[config.mk]
export PLATFORM = sky130hd
export DESIGN_NAME = addr_out_latch
export DESIGN_NICKNAME = d
export VERILOG_FILES = /design/src/rtl/aol_pkg.sv /design/src/rtl/aol_mode_dec.sv /design/src/rtl/aol_sel_dec.sv /design/src/rtl/aol_latch_bank.sv /design/src/rtl/aol_out_stage.sv /design/src/rtl/addr_out_latch.sv
export SDC_FILE = /design/constraint.sdc
export NUM_CORES = 1
export LEC_CHECK = 0
export ABC_AREA = 1
export BUFFER_PORTS_ARGS = -buffer_cell sky130_fd_sc_hd__buf_2
export CAP_MARGIN = 20
export CORE_MARGIN = 5
export CORE_UTILIZATION = 51
export DETAILED_ROUTE_END_ITERATION = 8
export MAX_ROUTING_LAYER = met4
export PLACE_DENSITY = 0.76
export SKIP_LAST_GASP = 1
export SYNTH_ARGS = -nofsm -noshare
export SYNTH_HDL_FRONTEND = slang
export SYNTH_SLANG_ARGS = --single-unit
[constraint.sdc]
create_clock -name clk -period 1.3 [get_ports clk]
set_input_delay 0.13 -clock clk [delete_from_list [all_inputs] [get_ports clk]]
set_output_delay 0.13 -clock clk [all_outputs]
set_load 0.1 [all_outputs]
[src/rtl/aol_pkg.sv]
package aol_pkg;
  typedef enum logic [1:0] {
    MODE_WRITE = 2'd0,
    MODE_HOLD  = 2'd1,
    MODE_DEMUX = 2'd2,
    MODE_CLEAR = 2'd3
  } aol_mode_e;
endpackage

[src/rtl/aol_mode_dec.sv]
module aol_mode_dec
  import aol_pkg::*;
(
  input  logic      clr_n,
  input  logic      en_n,
  output aol_mode_e mode
);
  always_comb begin
    unique case ({clr_n, en_n})
      2'b10:   mode = MODE_WRITE;
      2'b11:   mode = MODE_HOLD;
      2'b00:   mode = MODE_DEMUX;
      default: mode = MODE_CLEAR;
    endcase
  end
endmodule

[src/rtl/aol_sel_dec.sv]
module aol_sel_dec #(
  parameter int NUM_OUTS = 8,
  parameter int SEL_W    = $clog2(NUM_OUTS)
) (
  input  logic [SEL_W-1:0]    sel,
  output logic [NUM_OUTS-1:0] onehot
);
  for (genvar i = 0; i < NUM_OUTS; i++) begin : g_dec
    assign onehot[i] = (sel == SEL_W'(i));
  end
endmodule

[src/rtl/aol_latch_bank.sv]
module aol_latch_bank
  import aol_pkg::*;
#(
  parameter int NUM_OUTS = 8
) (
  input  logic                clk,
  input  logic                rst,
  input  aol_mode_e           mode,
  input  logic [NUM_OUTS-1:0] onehot,
  input  logic                din,
  output logic [NUM_OUTS-1:0] store_d,
  output logic [NUM_OUTS-1:0] store_q
);
  for (genvar i = 0; i < NUM_OUTS; i++) begin : g_bit
    always_comb begin
      case (mode)
        MODE_WRITE: store_d[i] = onehot[i] ? din : store_q[i];
        MODE_CLEAR: store_d[i] = 1'b0;
        default:    store_d[i] = store_q[i];
      endcase
    end

    always_ff @(posedge clk) begin
      if (rst) store_q[i] <= 1'b0;
      else     store_q[i] <= store_d[i];
    end
  end
endmodule

[src/rtl/aol_out_stage.sv]
module aol_out_stage
  import aol_pkg::*;
#(
  parameter int NUM_OUTS = 8
) (
  input  logic                clk,
  input  logic                rst,
  input  aol_mode_e           mode,
  input  logic [NUM_OUTS-1:0] onehot,
  input  logic                din,
  input  logic [NUM_OUTS-1:0] store_d,
  output logic [NUM_OUTS-1:0] drain_q,
  output logic [NUM_OUTS-1:0] pin_q
);
  logic [NUM_OUTS-1:0] drive_d;

  always_comb begin
    if (mode == MODE_DEMUX) drive_d = onehot & {NUM_OUTS{din}};
    else                    drive_d = store_d;
  end

  always_ff @(posedge clk) begin
    if (rst) begin
      drain_q <= '0;
      pin_q   <= '1;
    end else begin
      drain_q <= drive_d;
      pin_q   <= ~drive_d;
    end
  end
endmodule

[src/rtl/addr_out_latch.sv]
module addr_out_latch
  import aol_pkg::*;
#(
  parameter int NUM_OUTS = 8,
  localparam int SEL_W   = (NUM_OUTS > 1) ? $clog2(NUM_OUTS) : 1
) (
  input  logic                clk,
  input  logic                rst,
  input  logic [SEL_W-1:0]    sel,
  input  logic                din,
  input  logic                en_n,
  input  logic                clr_n,
  output logic [NUM_OUTS-1:0] drain_on,
  output logic [NUM_OUTS-1:0] pin_level
);
  aol_mode_e           mode;
  logic [NUM_OUTS-1:0] onehot;
  logic [NUM_OUTS-1:0] store_d;
  logic [NUM_OUTS-1:0] store_q;

  aol_mode_dec u_mode (
    .clr_n (clr_n),
    .en_n  (en_n),
    .mode  (mode)
  );

  aol_sel_dec #(.NUM_OUTS(NUM_OUTS), .SEL_W(SEL_W)) u_dec (
    .sel    (sel),
    .onehot (onehot)
  );

  aol_latch_bank #(.NUM_OUTS(NUM_OUTS)) u_bank (
    .clk     (clk),
    .rst     (rst),
    .mode    (mode),
    .onehot  (onehot),
    .din     (din),
    .store_d (store_d),
    .store_q (store_q)
  );

  aol_out_stage #(.NUM_OUTS(NUM_OUTS)) u_out (
    .clk     (clk),
    .rst     (rst),
    .mode    (mode),
    .onehot  (onehot),
    .din     (din),
    .store_d (store_d),
    .drain_q (drain_on),
    .pin_q   (pin_level)
  );
endmodule

## Yosys cells after proc, flatten, opt, wreduce, memory -nomap -nowiden

Index checks and enable logic that the tools add are counted.

| word-level totals | value |
|---|---|
| logic and storage cells | 44 |
| bits in registers | 24 |
| output and inout bits | 16 |

| cells by class | value |
|---|---|
| reductions and logical operators | 3 |
| eq/ne operators | 11 |
| bitwise gates (word level) | 2 |
| muxes and demuxes | 18 |

Operator list:

| kind | count |
|---|---|
| 1-bit case mux with 2 select lines | 8 |
| 3-bit == test, second input constant | 4 |
| 8-bit bitwise AND | 1 |
| 2-bit == test, second input constant | 4 |
| 1-bit two-way mux | 8 |
| 8-bit two-way mux | 1 |
| 8-bit NOT | 1 |
| 3-bit by 2-bit == test with 1-bit output, second input constant | 2 |
| 2-bit case mux with 3 select lines | 1 |
| 2-bit logical NOT | 2 |
| 3-bit by 1-bit == test with 1-bit output, second input constant | 1 |
| 3-bit logical NOT | 1 |

## Longest topological paths before layout

| logic depth | value |
|---|---|
| depth in word-level cells | 6 |
| depth in mapped cells | 9 |
| mapped depth without buffers | 8 |

## Modules after synthesis

A second synthesis with hierarchy kept.

| unflattened totals | value |
|---|---|
| cells, all modules | 186 |
| area, all modules | 1300.0 um^2 |

Modules (own cells, without submodules):

| module | cells an instance | instances | area each (um^2) |
|---|---|---|---|
| aol_out_stage | 96 | 1 | 716.9 |
| aol_latch_bank | 73 | 1 | 519.2 |
| aol_sel_dec | 15 | 1 | 56.3 |
| aol_mode_dec | 2 | 1 | 7.5 |

## Worst setup path after synthesis

No wires, ideal clock.

| timing path | value |
|---|---|
| path type | register to output |
| start | reg u_out.drain_q[0] |
| end | out drain_on[0] |
| stages on the path, launching flop included | 1 |
| data required time | 1170 ps |
| setup slack | 261 ps |
| arrival | 909 ps |
| cell sequence | dfxtp_1 |

RTL lines:

| element | line | RTL |
|---|---|---|
| start: declaration | aol_out_stage.sv:12 | `output logic [NUM_OUTS-1:0] drain_q,` |
| start signal: assignment | aol_out_stage.sv:27 | `drain_q <= drive_d;` |
| end: declaration | addr_out_latch.sv:13 | `output logic [NUM_OUTS-1:0] drain_on,` |

No word-level cell between the ends.

## Final worst setup path

| timing path | value |
|---|---|
| start | reg u_out.pin_q[1] |
| end | out pin_level[1] |

RTL lines:

| element | line | RTL |
|---|---|---|
| start: declaration | aol_out_stage.sv:13 | `output logic [NUM_OUTS-1:0] pin_q` |
| start signal: assignment | aol_out_stage.sv:28 | `pin_q <= ~drive_d;` |
| end: declaration | addr_out_latch.sv:14 | `output logic [NUM_OUTS-1:0] pin_level` |

No word-level cell between the ends.

==> impl_results.md <==
* Clock Skew at 0.00262 ns
* Cell taking the most area after synthesis: dfxtp_1
* P_sw at 483 µW
* TritonCTS Buffers at 3
* Diode count at 0
* Most common cell in the synthesized netlist: nand2_1
* Worst-path clk slew at 0.12 ns
* CP Data Arrival Time at 1.06 ns
* Crit Path Category: reg -> out
* Max Root-Sink Buffers at 2
* Layout fillers at 191
* Reg power frac at 51.8%
* Gr ovfl total at 0
* Highest clock rate at 837 MHz
* Pre-CTS WS at 0.0592 ns
* Final WS setup at 0.105 ns
* Slew Limit Fails at 0
* Reg2Reg Setup Slack at 0.42 ns
* Post-DP HPWL at 1520 µm
* Hold_buf cts at 0
* Number of H-tree levels at 1
* Via Count at 939
* Post-CTS setup buffers at 0
* Core Footprint at 0.00196 mm²
* Critical Path RT at 1.17 ns
* Clock power frac at 25.8%
* Top FF cell, synth: dfxtp_1
* FF+latch count, synth at 24
* Post-synthesis cell area at 0.00106 mm²
* Boundary pin count at 24
* Tcrit/Tclk final at 91.9%
* Slew headroom at 67.4%
* Post-synthesis sequential area ratio at 45.4%
* Initial core utilization at 54.0%
* Buffers on Ports at 23
* ANT nets after route at 0
* Sw Share at 32.7%
* Largest net degree at the start of global routing at 17
* Area share of the largest cell type after synthesis at 45.4%
* WL per Instance at 11.3 µm
* Area contributors post-synth: dfxtp_1 45%, nand3_1 10%, nand2_1 9.6%, a21oi_1 6.6%, inv_1 5.7%
* Final nets at 170
* Reg-to-Reg Start: u_bank.store_q[3]
* Worst-path maximum fanout at 1
* First-pass GRT wire length at 3490 µm
* Worst Path Buf+Inv at 1
* CP max-delay cell: buf_2
* Row cnt at 16
* Unrepaired setup endpoints after global routing: false
* GP Congestion at 0.829
* Pwr dens at 1210 mW/mm²
* Chip height at 55.6 µm
* Die Wd at 55.6 µm
* Max rail drop VDD at 0.000761 V
* Final setup vio count at 0
* Fin. Hold Viols at 0
* Status: completed
* Startpoint Class: flop
* Async SR Flop Fraction at 0%
* PostCTS Resize Cnt at 0
* Yosys warnings at 0
* Area Overhead vs Synth at 15.4%
* Post-Syn Nets at 146
* Hold endpoint: u_bank.store_q[2]
* Max cap viols at 0
* CP max stage delay at 0.42 ns
* Layout cells sized above 1 at 25.2%
* Internal Power at 993 µW
* 1st-pass router iterations at 5
* Total clock sinks at 24
* Top cells by count, synth: 27 x nand2_1, 24 x dfxtp_1, 22 x nand3_1, 16 x inv_1, 14 x a21oi_1
* Die area at 0.00309 mm²
* Antenna violations before repair at 0
* DR DRC count at 0
* CTS tree: yes
* Worst Reg-to-Reg Cells at 5
* Crit. End Element: output pin
* CP top delay family: buffers and inverters
* Number of synthesized flops with an enable pin at 0
* Root buf cell: clkbuf_4
* Worst-margin pin slew at 0.492 ns
* Clk_lat worst skew at 0.30 ns
* Synth unique cells at 18
* Total track usage at 14.0%
* Comb power frac at 22.5%
* Syn Area/Cell at 7.78 µm²
* Area after DPL at 0.00118 mm²
* Vias in the first global route at 846
* DR iter-0 viols at 29
* Gate Count Post-Synth at 136
* Setup TNS at 0 ns
* Reg2reg end: u_out.drain_q[3]
* Drt total wl at 2100 µm
* Pleak at 0.000628 µW
* Hold Crit Start: rst
* Cells along the critical path: buf_2
* Setup crit start: u_out.pin_q[1]
* Vias per cell at 5.05
* Tmin final at 1.19 ns
* Hold depth at 2
* Hold Path Class: in -> reg
* Post-route design area at 0.00122 mm²
-- sequential cells by signal, indices dropped and copies added (netlist names) --
register and count:
u_out.drain_q 8, u_bank.store_q 8, u_out.pin_q 8
-- final cells by class --
type	count	area (µm²)	area share, %
flip-flops and latches	24	480	39.3
multi-input cells	86	449	36.8
repair buffers	24	135	11.1
inverters	21	86.3	7.07
clock buffers	4	36.3	2.97
well taps	27	33.8	2.77
-- through the flow --
step           util [%]  std cells  hold slack, ns  total power [µW]
3_5_place_dp       60.4        182           0.483              1110
4_1_cts            62.2        186           0.177              1480
2_1_floorplan         -        136           0.327              1060
6_report           62.2        186           0.188              1480
3_3_place_gp       60.4        182           0.477              1110
5_1_grt            62.2        186           0.194              1530
-- power groups by stage --
stage	registers, µW	logic [µW]	clock network, µW
finish	764	332	381
CTS	764	331	383
global placement	780	325	0
global route	767	351	411
floorplan	938	119	0
detailed placement	781	330	0
-- routing by layer --
layer,up-vias,global-route usage [%],share of wire [%]
met3,4,4.20,6.1
met4,0,4.17,0.57
met1,415,15.5,44
met5,-,-,0
met2,37,24.2,49
li1,483,-,-
-- cells in the final DEF, fill, tap and decap left out, types with 3 or more instances in the layout --
| master | instances |
|---|---|
| nor2_1 | 6 |
| inv_2 | 4 |
| nand3_1 | 22 |
| nand2_1 | 27 |
| a21oi_1 | 14 |
| clkbuf_4 | 3 |
| inv_1 | 16 |
| nand2_2 | 4 |
| dfxtp_1 | 24 |
| nand4_1 | 6 |
| buf_2 | 23 |
-- worst max-delay path by stage --
stage,end,slack (ns),cells after the start
floorplan,drain_on[0],0.26,0
global placement,u_out.pin_q[3],0.13,8
detailed placement,u_out.pin_q[3],0.06,8
CTS,drain_on[2],0.1,1
global route,drain_on[2],0.06,1
finish,pin_level[1],0.11,1
-- kinds of logic (layout without fill, tap and decap cells) --
| kind of cell | Yosys count | after routing | share of synthesized area [%] |
|---|---|---|---|
| buf+inv | 26 | 49 | 12.2 |
| simple gates | 68 | 68 | 32.0 |
| compound gates | 16 | 16 | 8.04 |
| flops | 24 | 24 | 45.4 |
| fa+ha+maj | 2 | 2 | 2.36 |
Power figures use the tool's default switching activity.
